$ cat config.mk
export PLATFORM = sky130hd
export DESIGN_NAME = mcu_port
export DESIGN_NICKNAME = d
export VERILOG_FILES = /design/src/rtl/mcu_port_pkg.sv /design/src/rtl/mcu_port_latch.sv /design/src/rtl/mcu_port_drive.sv /design/src/rtl/mcu_port_rdpath.sv /design/src/rtl/mcu_port.sv
export SDC_FILE = /design/constraint.sdc
export NUM_CORES = 1
export LEC_CHECK = 0
export BUFFER_PORTS_ARGS = -buffer_cell sky130_fd_sc_hd__buf_2
export CAP_MARGIN = 20
export CORE_MARGIN = 2
export CORE_UTILIZATION = 30
export CTS_CLUSTER_SIZE = 25
export DETAILED_ROUTE_END_ITERATION = 16
export PLACE_DENSITY = 0.7
export SLEW_MARGIN = 25
export SYNTH_ARGS = -nofsm -noshare
export SYNTH_HDL_FRONTEND = slang
export SYNTH_SLANG_ARGS = --single-unit
$ cat constraint.sdc
create_clock -name clk -period 0.9 [get_ports clk]
set_clock_uncertainty 0.1 [all_clocks]
set_input_delay 0.18 -clock clk [delete_from_list [all_inputs] [get_ports clk]]
set_output_delay 0.18 -clock clk [all_outputs]
set_load 0.005 [all_outputs]
$ cat src/rtl/mcu_port_pkg.sv
package mcu_port_pkg;

  typedef enum logic {
    PORT_OPEN_DRAIN = 1'b0,
    PORT_PULLED_UP  = 1'b1
  } port_flavour_e;

  // Low-byte flavour: the address byte in the address phase, otherwise the data byte.
  function automatic logic lowbyte_bit(logic addr_b, logic data_b, logic addr_phase);
    return addr_phase ? addr_b : data_b;
  endfunction

  // High-address flavour: the top byte only in the upper phase of a data access.
  function automatic logic highbyte_bit(logic mid_b, logic top_b, logic is_data, logic upper);
    return (is_data && upper) ? top_b : mid_b;
  endfunction

  // Level sensed on a pin: own driver first, then external source, then pull-up.
  function automatic logic pad_level_bit(logic oe, logic drv, logic pin_in,
                                         logic ext_drv, logic pulled);
    if (oe) return drv;
    if (pulled && !ext_drv) return 1'b1;
    return pin_in;
  endfunction

  // Next value of one stored bit: forcing beats a write, a write beats holding.
  function automatic logic next_latch_bit(logic cur, logic wr, logic wd, logic force_one);
    if (force_one) return 1'b1;
    if (wr) return wd;
    return cur;
  endfunction

endpackage

$ cat src/rtl/mcu_port_latch.sv
module mcu_port_latch
  import mcu_port_pkg::*;
#(
  parameter int            WIDTH   = 8,
  parameter port_flavour_e FLAVOUR = PORT_OPEN_DRAIN
) (
  input  logic             clk,
  input  logic             rst_n,
  input  logic             wr_stb,
  input  logic [WIDTH-1:0] wdata,
  input  logic             xmem_ctrl,
  output logic [WIDTH-1:0] lat_q
);

  localparam bit FORCE_ON_XMEM = (FLAVOUR == PORT_OPEN_DRAIN);

  logic force_evt;   // memory mode forcing all bits high this cycle
  logic write_evt;   // write strobe that will actually land

  assign force_evt = FORCE_ON_XMEM && xmem_ctrl;
  assign write_evt = wr_stb && !force_evt;

  for (genvar i = 0; i < WIDTH; i++) begin : g_bit
    always_ff @(posedge clk or negedge rst_n) begin
      if (!rst_n) lat_q[i] <= 1'b1;
      else        lat_q[i] <= next_latch_bit(lat_q[i], wr_stb, wdata[i], force_evt);
    end
  end

  assert_write_lands_R2: assert property (@(posedge clk) disable iff (!rst_n)
    write_evt |=> lat_q == $past(wdata));

  assert_hold_R2: assert property (@(posedge clk) disable iff (!rst_n)
    (!wr_stb && !force_evt) |=> $stable(lat_q));

  if (FORCE_ON_XMEM) begin : g_force_chk
    assert_force_ones_R7: assert property (@(posedge clk) disable iff (!rst_n)
      xmem_ctrl |=> (&lat_q));
  end else begin : g_keep_chk
    assert_xmem_keeps_R9: assert property (@(posedge clk) disable iff (!rst_n)
      (xmem_ctrl && !wr_stb) |=> $stable(lat_q));
  end

endmodule

$ cat src/rtl/mcu_port_drive.sv
module mcu_port_drive
  import mcu_port_pkg::*;
#(
  parameter int            WIDTH   = 8,
  parameter port_flavour_e FLAVOUR = PORT_OPEN_DRAIN
) (
  input  logic [WIDTH-1:0]   lat_q,
  input  logic               xmem_ctrl,
  input  logic [3*WIDTH-1:0] xmem_addr,
  input  logic [WIDTH-1:0]   xmem_data,
  input  logic               xmem_addr_phase,
  input  logic               xmem_data_space,
  input  logic               xmem_upper_phase,
  output logic [WIDTH-1:0]   pad_oe,
  output logic [WIDTH-1:0]   pad_out
);

  localparam bit LOW_BYTE = (FLAVOUR == PORT_OPEN_DRAIN);

  logic [WIDTH-1:0] mem_byte;   // byte the memory path wants on the pins

  for (genvar i = 0; i < WIDTH; i++) begin : g_bit
    always_comb begin
      mem_byte[i] = LOW_BYTE
        ? lowbyte_bit(xmem_addr[i], xmem_data[i], xmem_addr_phase)
        : highbyte_bit(xmem_addr[WIDTH+i], xmem_addr[2*WIDTH+i],
                       xmem_data_space, xmem_upper_phase);
      pad_oe[i]  = xmem_ctrl || !lat_q[i];
      pad_out[i] = xmem_ctrl && mem_byte[i];
    end
  end

endmodule

$ cat src/rtl/mcu_port_rdpath.sv
module mcu_port_rdpath
  import mcu_port_pkg::*;
#(
  parameter int            WIDTH       = 8,
  parameter int            SYNC_STAGES = 2,
  parameter port_flavour_e FLAVOUR     = PORT_OPEN_DRAIN
) (
  input  logic             clk,
  input  logic             rst_n,
  input  logic [WIDTH-1:0] pad_oe,
  input  logic [WIDTH-1:0] pad_out,
  input  logic [WIDTH-1:0] pad_in,
  input  logic [WIDTH-1:0] pad_ext_drv,
  input  logic [WIDTH-1:0] lat_q,
  input  logic             rd_latch_stb,
  input  logic             rd_pin_stb,
  output logic [WIDTH-1:0] bus_rdata
);

  localparam bit PULLED = (FLAVOUR == PORT_PULLED_UP);
  localparam int LAST   = SYNC_STAGES - 1;

  logic [WIDTH-1:0] pin_level;               // level sensed on each pin now
  logic [WIDTH-1:0] sync_q [SYNC_STAGES];    // synchronizer chain
  logic [WIDTH-1:0] pin_synced;

  for (genvar i = 0; i < WIDTH; i++) begin : g_level
    assign pin_level[i] = pad_level_bit(pad_oe[i], pad_out[i], pad_in[i],
                                        pad_ext_drv[i], PULLED);
  end

  always_ff @(posedge clk or negedge rst_n) begin
    if (!rst_n) begin
      for (int k = 0; k < SYNC_STAGES; k++) sync_q[k] <= '1;
    end else begin
      sync_q[0] <= pin_level;
      for (int k = 1; k < SYNC_STAGES; k++) sync_q[k] <= sync_q[k-1];
    end
  end

  assign pin_synced = sync_q[LAST];

  always_comb begin
    if (rd_latch_stb)    bus_rdata = lat_q;
    else if (rd_pin_stb) bus_rdata = pin_synced;
    else                 bus_rdata = '0;
  end

  assert_sync_entry_R4: assert property (@(posedge clk) disable iff (!rst_n)
    1'b1 |=> sync_q[0] == $past(pin_level));

  for (genvar k = 1; k < SYNC_STAGES; k++) begin : g_sync_chk
    assert_sync_shift_R4: assert property (@(posedge clk) disable iff (!rst_n)
      1'b1 |=> sync_q[k] == $past(sync_q[k-1]));
  end

  assert_latch_read_R3: assert property (@(posedge clk) disable iff (!rst_n)
    rd_latch_stb |-> bus_rdata == lat_q);

  assert_quiet_bus_R12: assert property (@(posedge clk) disable iff (!rst_n)
    (!rd_latch_stb && !rd_pin_stb) |-> bus_rdata == '0);

endmodule

$ cat src/rtl/mcu_port.sv
module mcu_port
  import mcu_port_pkg::*;
#(
  parameter int            WIDTH       = 8,
  parameter int            SYNC_STAGES = 2,
  parameter port_flavour_e FLAVOUR     = PORT_OPEN_DRAIN
) (
  input  logic               clk,
  input  logic               rst_n,
  input  logic [WIDTH-1:0]   bus_wdata,
  input  logic               wr_latch_stb,
  input  logic               rd_latch_stb,
  input  logic               rd_pin_stb,
  output logic [WIDTH-1:0]   bus_rdata,
  input  logic               xmem_ctrl,
  input  logic [3*WIDTH-1:0] xmem_addr,
  input  logic [WIDTH-1:0]   xmem_data,
  input  logic               xmem_addr_phase,
  input  logic               xmem_data_space,
  input  logic               xmem_upper_phase,
  output logic [WIDTH-1:0]   pad_oe,
  output logic [WIDTH-1:0]   pad_out,
  input  logic [WIDTH-1:0]   pad_in,
  input  logic [WIDTH-1:0]   pad_ext_drv
);

  logic [WIDTH-1:0] lat_q;   // stored port bits, shared by drive and read paths

  mcu_port_latch #(.WIDTH(WIDTH), .FLAVOUR(FLAVOUR)) u_latch (
    .clk       (clk),
    .rst_n     (rst_n),
    .wr_stb    (wr_latch_stb),
    .wdata     (bus_wdata),
    .xmem_ctrl (xmem_ctrl),
    .lat_q     (lat_q)
  );

  mcu_port_drive #(.WIDTH(WIDTH), .FLAVOUR(FLAVOUR)) u_drive (
    .lat_q            (lat_q),
    .xmem_ctrl        (xmem_ctrl),
    .xmem_addr        (xmem_addr),
    .xmem_data        (xmem_data),
    .xmem_addr_phase  (xmem_addr_phase),
    .xmem_data_space  (xmem_data_space),
    .xmem_upper_phase (xmem_upper_phase),
    .pad_oe           (pad_oe),
    .pad_out          (pad_out)
  );

  mcu_port_rdpath #(.WIDTH(WIDTH), .SYNC_STAGES(SYNC_STAGES), .FLAVOUR(FLAVOUR)) u_rdpath (
    .clk          (clk),
    .rst_n        (rst_n),
    .pad_oe       (pad_oe),
    .pad_out      (pad_out),
    .pad_in       (pad_in),
    .pad_ext_drv  (pad_ext_drv),
    .lat_q        (lat_q),
    .rd_latch_stb (rd_latch_stb),
    .rd_pin_stb   (rd_pin_stb),
    .bus_rdata    (bus_rdata)
  );

  assert_xmem_all_drive_R6: assert property (@(posedge clk) disable iff (!rst_n)
    xmem_ctrl |-> (&pad_oe));

  assert_gp_released_R5: assert property (@(posedge clk) disable iff (!rst_n)
    !xmem_ctrl |-> ((pad_oe & lat_q) == '0) && (pad_out == '0));

  assert_gp_pulls_low_R5: assert property (@(posedge clk) disable iff (!rst_n)
    !xmem_ctrl |-> ((pad_oe | lat_q) == '1));

endmodule

==> results.json, run 1 <==
{
  "status": "finished with violations",
  "violations": "negative setup slack",
  "cap_viol_max_count": 0,
  "placedInstanceArea_um2": 1560,
  "vias": 997,
  "die_w_um": 65.47,
  "firstDrtPassIters": 2,
  "start_kind": "register",
  "row_count": 22,
  "synth.net_count": 163,
  "global_route.overflow_total": 0,
  "diodes": 0,
  "hp-class": "input port to register",
  "syn_inst": 98,
  "ys_warn_count": 0,
  "period_needed_ns": 1.350,
  "syn_area_per_cell_um2": 11.57,
  "r2r_end": "u_rdpath.sync_q[9]",
  "antenna_found_initial": 0,
  "initial_core_util": 0.3120,
  "path_clk_slew_ns": 0.08,
  "grt_pass1_wl_um": 4298,
  "portBuffers": 62,
  "grt_max_degree": 25,
  "tritoncts": "yes",
  "regToRegSetupSlack_ns": -0.19,
  "cts.sink_count": 24,
  "final_hold_viol_count": 0,
  "timing.rr.start": "u_latch.lat_q[1]",
  "drt_iter0_markers": 15,
  "insertion_delay_ns": 0.25,
  "clock.fmax_mhz": 740.7,
  "crit_end": "bus_rdata[3]",
  "crit_fanout": 1,
  "stdcell_count": 231,
  "setup_viol_count_final": 33,
  "cp-end-kind": "output port",
  "grt_use_total": 0.1292,
  "gp_congestion": 0.7684,
  "min_from": "pad_in[6]",
  "cts_max_level": 1,
  "slew_viol_final": 0,
  "syn_area_um2": 1134,
  "fin_crit_sh": 1.500,
  "utilization": 0.5193,
  "area_delta_synth_final_pct": 66.45,
  "cp.arrival_ns": 1.07,
  "final_area_um2": 1887,
  "rsz0062_at_grt": "yes",
  "drive_gt1_frac": 0.7213,
  "die_h_um": 65.47,
  "peakVddDrop_mv": 0.6168,
  "power_density_nw_per_um2": 1490,
  "worstPathRequired_ns": 0.62,
  "max_slew_margin": 0.8475,
  "die_area_um2": 4286,
  "grt_pass1_vias": 943,
  "crit_type": "register to output port",
  "crit_path_start": "u_rdpath.pin_synced[3]",
  "ant_nets": 0,
  "synthDistinctLibCells": 13,
  "ios": 89,
  "worstRegToRegCells": 3,
  "finalWirelength_um": 2893,
  "core_area_um2": 3633,
  "ys_ff_latch": 24,
  "leakage_nw": 0.9248,
  "drcViolationCount": 0,
  "cts-root-buf": "clkbuf_8",
  "dp_cells": 216,
  "fin_ws_ns": -0.4501,
  "hpwl_um": 2095,
  "finalNetCount": 249,
  "cts_made_buffers": 3,
  "synth-seq-area-share": 0.5563,
  "worstMarginPinSlew_ns": 0.2287,
  "vias_per_cell": 4.316,
  "wl_per_cell_um": 12.52,
  "clk_path_buf_depth": 2
}
[registers in the layout, summed over array words and instances, names as in the netlist]
register and cells:
u_rdpath.pin_synced 8, u_latch.lat_q 8, u_rdpath.sync_q 8
[synth_stat cells]
cell type   n  area share
inv_1       8       0.026
o22ai_1     8       0.044
o21ai_0     1      0.0044
dfstp_2    24        0.56
buf_6       5       0.050
a22o_1      7       0.054
inv_2       1      0.0033
buf_2       1      0.0044
nor2b_4     1       0.012
nor2_1      8       0.026
nand2_1    10       0.033
mux2i_1    16        0.14
nand2b_1    8       0.044
[layer usage]
layer  up-vias  track usage  routed length (um)  part of all wire
met5         -            0                   0                 0
met4         0      0.03906                  27            0.0093
met3         2      0.01199                 125             0.043
met2        26       0.2232                1489              0.51
met1       470       0.1716                1251              0.43
li1        499            -                   -                 -
[where the power goes]
group | switching (mW) | internal [mW]
clock network | 0.312 | 0.593
logic | 0.269 | 0.368
registers | 0.0376 | 1.23
[critical path, stage by stage (launching register included)]
cell and delay, ns:
dfstp_2 0.54, nand2_2 0.04, o21ai_1 0.11, buf_2 0.12
[cell type report]
class,count,area (um^2)
clock buffers,3,41.29
clock inverters,1,30.03
fillers,323,1747
inverters,9,36.28
multi-input cells,59,550.5
flip-flops and latches,24,630.6
well taps,48,60.06
repair buffers,87,538.0
[worst min-delay path by stage]
stage	endpoint	slack [ns]	cells past startpoint
floorplan	u_latch.lat_q[0]	-0.07	0
global placement	u_rdpath.pin_synced[6]	0.22	2
detailed placement	u_rdpath.pin_synced[6]	0.22	2
CTS	u_rdpath.sync_q[12]	0.02	3
global route	u_rdpath.sync_q[14]	0.04	3
finish	u_rdpath.sync_q[14]	0.03	3
[stage by stage]
| stage | TNS, ns | hold WS (ns) | worst slack (ns) | total power [mW] |
|---|---|---|---|---|
| after CTS | -8.423 | 0.02151 | -0.4528 | 2.766 |
| after floorplan | -0.3062 | -0.06784 | -0.04036 | 1.500 |
| final | -8.600 | 0.03483 | -0.4501 | 2.811 |
| after global placement | -5.735 | 0.2205 | -0.2479 | 1.757 |
| after detailed placement | -6.243 | 0.2195 | -0.3000 | 1.764 |
| after global routing | -9.880 | 0.04238 | -0.4841 | 2.938 |
[placed cells by master (no fill, tap or decap), drive strengths merged]
cell	count
dfstp	24
buf	85
nor2b	1
o21ai	1
nand2b	8
bufinv	1
dlygate4sd3	1
inv	9
o22ai	8
nor2	8
mux2i	16
a22o	7
clkbuf	4
nand2	10
[kinds of logic (layout without fill, tap and decap cells)]
kind of cell           count (synthesis)  count (layout)  share of synthesized area
and+or+nand+nor                       27              27                     0.1159
DFF                                   24              24                     0.5563
AOI/OAI and AO/OA                     16              16                     0.1026
muxes                                 16              16                     0.1413
buffers and inverters                 15             100                    0.08388
[timing repair]
action | in CTS | in global routing
pin swaps | 1 | 6
setup buffers | 9 | 2
hold endpoints to repair | 24 | 0
endpoints found under the setup margin | 32 | 37
hold buffers | 1 | 0
gates resized for setup | 17 | 14
No activity file was read; power rests on OpenSTA's default activity.
==> inputs of run 2 (changes only) <==
CELL_PAD_IN_SITES_DETAIL_PLACEMENT = 0   (was not set)
CELL_PAD_IN_SITES_GLOBAL_PLACEMENT = 1   (was not set)
CORE_MARGIN = 5   (was 2)
CORE_UTILIZATION = 25   (was 30)
PLACE_DENSITY = 0.8   (was 0.7)
REMOVE_ABC_BUFFERS = 1   (was not set)
==> run 2 against run 1 <==
Against the previous run:
- the flow still finishes with violations (negative setup slack)
- highest routed layer unchanged
- via count increased by 0.60%
- sequential share of layout area increased by 0.47 points
- cell area decreased by 1.4%
- critical endpoint is now bus_rdata[1]
- largest cell class unchanged
- register-to-register slack about the same
==> results.json, run 2 (synthesized netlist as in run 1, its figures left out) <==
{
  "status": "finished with violations",
  "violations": "negative setup slack",
  "worstHoldEndpoint": "u_rdpath.sync_q[12]",
  "grt_use_total": 0.1037,
  "worstPathRequired_ns": 0.62,
  "clk_path_buf_depth": 2,
  "drive_gt1_frac": 0.7318,
  "p_clk_frac": 0.271,
  "utilization": 0.4244,
  "finalNetCount": 245,
  "grt_max_degree": 25,
  "ios": 89,
  "initial_core_util": 0.2586,
  "crit_type": "register to output port",
  "stdcell_count": 231,
  "clock.fmax_mhz": 733.3,
  "min_from": "pad_in[4]",
  "power.switching_mw": 0.6169,
  "firstDrtPassIters": 3,
  "peakVddDrop_mv": 0.8524,
  "fin_ws_ns": -0.4638,
  "cts-root-buf": "clkbuf_8",
  "combinationalPowerShare": 0.241,
  "power_density_nw_per_um2": 1396,
  "intPower_mw": 1.981,
  "timing.rr.start": "u_latch.lat_q[3]",
  "path_clk_slew_ns": 0.08,
  "leakage_nw": 0.9141,
  "tritoncts": "yes",
  "hp-class": "input port to register",
  "crit_fanout": 3,
  "start_kind": "register",
  "global_route.overflow_total": 0,
  "regToRegSetupSlack_ns": -0.19,
  "final_hold_viol_count": 0,
  "power.total_mw": 2.598,
  "cts.sink_count": 24,
  "rsz0062_at_grt": "yes",
  "cap_viol_max_count": 0,
  "dp_slack_ns": -0.2233,
  "slew_viol_final": 0,
  "worstMarginPinSlew_ns": 0.2851,
  "final_cell_mix": "buf_2, dfstp_2, buf_4",
  "fin_crit_sh": 1.515,
  "period_needed_ns": 1.364,
  "die_area_um2": 5981,
  "drcViolationCount": 0,
  "gp_congestion": 0.6683,
  "final_common_cell": "buf_2",
  "insertion_delay_ns": 0.26,
  "row_count": 24,
  "area_delta_synth_final_pct": 64.13,
  "grt_pass1_vias": 1062,
  "wl_per_cell_um": 13.52,
  "portBuffers": 62,
  "vias": 1003,
  "setup_viol_count_final": 32,
  "max_slew_margin": 0.8099,
  "die_h_um": 77.34,
  "power.share.switching": 0.2375,
  "cts_made_buffers": 3,
  "die_w_um": 77.34,
  "worstRegToRegCells": 3,
  "ant_nets": 0,
  "cts_max_level": 1,
  "cp.arrival_ns": 1.08,
  "r2r_end": "u_rdpath.sync_q[11]",
  "setup_tns_ns": -8.227,
  "vias_per_cell": 4.342,
  "hold_path_depth": 3,
  "hpwl_um": 2257,
  "seqPwrFrac": 0.487,
  "core_area_um2": 4384,
  "cp-end-kind": "output port",
  "diodes": 0,
  "finalWirelength_um": 3124,
  "grt_pass1_wl_um": 5002,
  "fillers": 429,
  "drt_iter0_markers": 11,
  "antenna_found_initial": 0,
  "dp_cells": 222
}
## run 2: layout make-up
| cell class | count | area (um^2) | area share |
|---|---|---|---|
| clock buffer | 4 | 55.05 | 0.02959 |
| tap | 52 | 65.06 | 0.03497 |
| sequential | 24 | 630.6 | 0.3389 |
| multi-input combinational | 59 | 545.5 | 0.2932 |
| inverter | 9 | 33.78 | 0.01816 |
| timing repair buffer | 83 | 530.5 | 0.2851 |
## run 2: worst max path at each step
| stage | startpoint | to | slack (ns) | cells after the start |
|---|---|---|---|---|
| after global routing | u_rdpath.pin_synced[3] | bus_rdata[3] | -0.51 | 3 |
| after detailed placement | xmem_addr_phase | pad_out[5] | -0.22 | 5 |
| final | u_latch.lat_q[1] | bus_rdata[1] | -0.46 | 2 |
| after CTS | u_latch.lat_q[4] | bus_rdata[4] | -0.46 | 2 |
| after floorplan | u_rdpath.pin_synced[3] | bus_rdata[3] | -0.08 | 2 |
| after global placement | xmem_addr_phase | pad_out[7] | -0.21 | 5 |
## run 2: timing repair
item                                   in CTS  in global routing
pin swaps                                  10                  5
setup endpoints to repair                  32                 33
hold buffers                                1                  0
endpoints found under the hold margin      24                  0
buffers inserted                            9                  2
gates resized for setup                    17                 16
## run 2: through the flow
stage	hold WS [ns]	cell area (um^2)
after detailed placement	0.2256	1605
final	0.02688	1861
after floorplan	-0.06784	1072
after global routing	0.02754	1861
after CTS	0.01953	1762
after global placement	0.2236	1605
## run 2: worst max-delay path, stage by stage (launching register included)
cell,delay [ns]
dfstp_2,0.57
a22o_1,0.15
buf_2,0.11
## run 2: metal layers
| metal | part of all wire | wire length (um) | GRT usage | vias to the layer above |
|---|---|---|---|---|
| li1 | - | - | - | 494 |
| met1 | 0.41 | 1269 | 0.1266 | 466 |
| met2 | 0.51 | 1578 | 0.1759 | 41 |
| met3 | 0.084 | 263 | 0.04167 | 2 |
| met4 | 0.0042 | 13 | 0.01546 | 0 |
| met5 | 0 | 0 | 0 | - |
## run 2: power groups by stage
| stage | registers [mW] | logic (mW) | clock network (mW) |
|---|---|---|---|
| after floorplan | 1.27 | 0.183 | 0 |
| after global placement | 1.28 | 0.508 | 0 |
| after detailed placement | 1.28 | 0.512 | 0 |
| after CTS | 1.27 | 0.579 | 0.732 |
| after global routing | 1.28 | 0.688 | 0.785 |
| final | 1.27 | 0.627 | 0.705 |
==> inputs of run 3 (changes only) <==
HOLD_SLACK_MARGIN = 0.03   (was not set)
REMOVE_ABC_BUFFERS = not set   (was 1)
==> run 3 against run 2 <==
Against the previous run:
- cell count increased by 1.3%
- highest routed layer unchanged
- sequential power about the same
- the flow still finishes with violations (negative setup slack)
- maximum frequency increased by 0.26%
- total power decreased by 0.52%
==> results.json, run 3 (synthesized netlist as in run 1, its figures left out) <==
{
  "finalWirelength_um": 2981,
  "globalRouteMet1Util": 0.1433,
  "grt_pass1_vias": 1022,
  "peakVddDrop_mv": 0.7016,
  "min_from": "bus_wdata[6]",
  "crit_fanout": 3,
  "status": "finished with violations",
  "die_h_um": 77.34,
  "worstRegToRegCells": 3,
  "diodes": 0,
  "insertion_delay_ns": 0.26,
  "cp.arrival_ns": 1.08,
  "power_density_nw_per_um2": 1401,
  "worstMarginPinSlew_ns": 0.2352,
  "timing.rr.start": "u_latch.lat_q[6]",
  "path_clk_slew_ns": 0.08,
  "cp_slowest_stage_delay_ns": 0.56,
  "setup_tns_ns": -8.531,
  "setup_viol_count_final": 32,
  "grt-busiest-layer": "met2",
  "clk_path_buf_depth": 2,
  "global_route.usage.met3": 0.02199,
  "cp-end-kind": "output port",
  "wl_per_cell_um": 12.74,
  "tritoncts": "yes",
  "globalRouteMet2Util": 0.1481,
  "final_area_um2": 1844,
  "vias": 977,
  "cap_viol_max_count": 0,
  "path_delay_family": "flip-flops",
  "hp-class": "input port to register",
  "path_buf_inv": 1,
  "grt_max_degree": 25,
  "regToRegSetupSlack_ns": -0.17,
  "crit_chain": "a22o_1, buf_2",
  "grt_pass1_wl_um": 4961,
  "final_common_cell": "buf_2",
  "clock.fmax_mhz": 735.1,
  "finalNetCount": 248,
  "fin_crit_sh": 1.511,
  "start_kind": "register",
  "slowest_stage": "dfstp_2",
  "dp_slack_ns": -0.2552,
  "grt_use_total": 0.1030,
  "cts_made_buffers": 3,
  "placedInstanceArea_um2": 1558,
  "firstDrtPassIters": 4,
  "r2r_end": "u_rdpath.sync_q[14]",
  "final_cell_mix": "buf_2, dfstp_2, buf_4",
  "row_count": 24,
  "hpwl_um": 2364,
  "leakage_nw": 0.9074,
  "max_slew_margin": 0.8432,
  "core_area_um2": 4384,
  "drt_iter0_markers": 20,
  "gp_congestion": 0.7433,
  "portBuffers": 62,
  "fin_ws_ns": -0.4603,
  "global_route.overflow_total": 0,
  "cts-root-buf": "clkbuf_8",
  "slew_viol_final": 0,
  "initial_core_util": 0.2586,
  "vias_per_cell": 4.175,
  "rsz0062_at_grt": "yes",
  "drive_gt1_frac": 0.6923,
  "cts.sink_count": 24,
  "worstHoldEndpoint": "u_latch.lat_q[6]",
  "antenna_found_initial": 0,
  "die_w_um": 77.34,
  "period_needed_ns": 1.360,
  "die_area_um2": 5981,
  "ant_nets": 0,
  "final_hold_viol_count": 0,
  "worstPathRequired_ns": 0.62,
  "ios": 89,
  "violations": "negative setup slack",
  "drcViolationCount": 0,
  "hold_path_depth": 3,
  "crit_type": "register to output port",
  "cts_max_level": 1,
  "area_delta_synth_final_pct": 62.69
}
==> run 3: changes by cell type in the layout (fill, tap and decap cells not counted), sizes merged <==
| cell | before | now |
|---|---|---|
| clkbuf | 4 | 5 |
| dlygate4sd3 | 1 | 3 |
==> run 3: metal layers <==
layer / share of wire / wire (um) / vias to the layer above
met5: 0 / 0 / -
met4: 0.021 / 62 / 0
met3: 0.074 / 221 / 4
met2: 0.43 / 1291 / 51
met1: 0.47 / 1405 / 426
li1: - / - / 496
==> run 3: how the worst max path moves through the flow <==
| stage | endpoint | from | slack (ns) | cells past startpoint |
|---|---|---|---|---|
| after floorplan | bus_rdata[3] | u_rdpath.pin_synced[3] | -0.04 | 2 |
| after global placement | pad_out[0] | xmem_addr_phase | -0.26 | 4 |
| after detailed placement | pad_out[0] | xmem_addr_phase | -0.26 | 4 |
| after CTS | bus_rdata[7] | u_latch.lat_q[7] | -0.47 | 2 |
| after global routing | bus_rdata[0] | u_latch.lat_q[0] | -0.51 | 2 |
| final | bus_rdata[7] | u_latch.lat_q[7] | -0.46 | 2 |
==> run 3: where the power goes <==
group,internal (mW),switching [mW]
Sequential,1.23,0.0388
Clock,0.390,0.315
Combinational,0.355,0.254
Total,1.98,0.608
==> run 3: stage by stage <==
stage | utilization | hold slack [ns] | total power [mW] | instances
4_1_cts | 0.4064 | 0.03028 | 2.589 | 233
2_1_floorplan | - | -0.06784 | 1.500 | 98
5_1_grt | 0.4207 | 0.05057 | 2.723 | 234
6_report | 0.4207 | 0.03188 | 2.585 | 234
3_5_place_dp | 0.3553 | 0.2184 | 1.770 | 219
3_3_place_gp | 0.3553 | 0.2150 | 1.762 | 219
==> run 3: worst min-delay path, stage by stage <==
cell and delay (ns):
buf_2 0.08, mux2i_1 0.05, nand2_1 0.05
==> run 3: final cells by class <==
| type | count | area, um^2 |
|---|---|---|
| Clock buffer | 4 | 55.05 |
| Fill cell | 450 | 2540 |
| Inverter | 9 | 36.28 |
| Multi-Input combinational cell | 59 | 521.8 |
| Sequential cell | 24 | 630.6 |
| Tap cell | 52 | 65.06 |
| Timing Repair Buffer | 86 | 535.5 |
==> run 3: what timing repair did <==
item | 4_1_cts | 5_1_grt
gates resized for setup | 18 | 8
hold buffers | 3 | 0
pin swaps | 2 | 3
setup endpoints to repair | 32 | 35
setup buffers | 7 | 1
hold endpoints to repair | 26 | 0
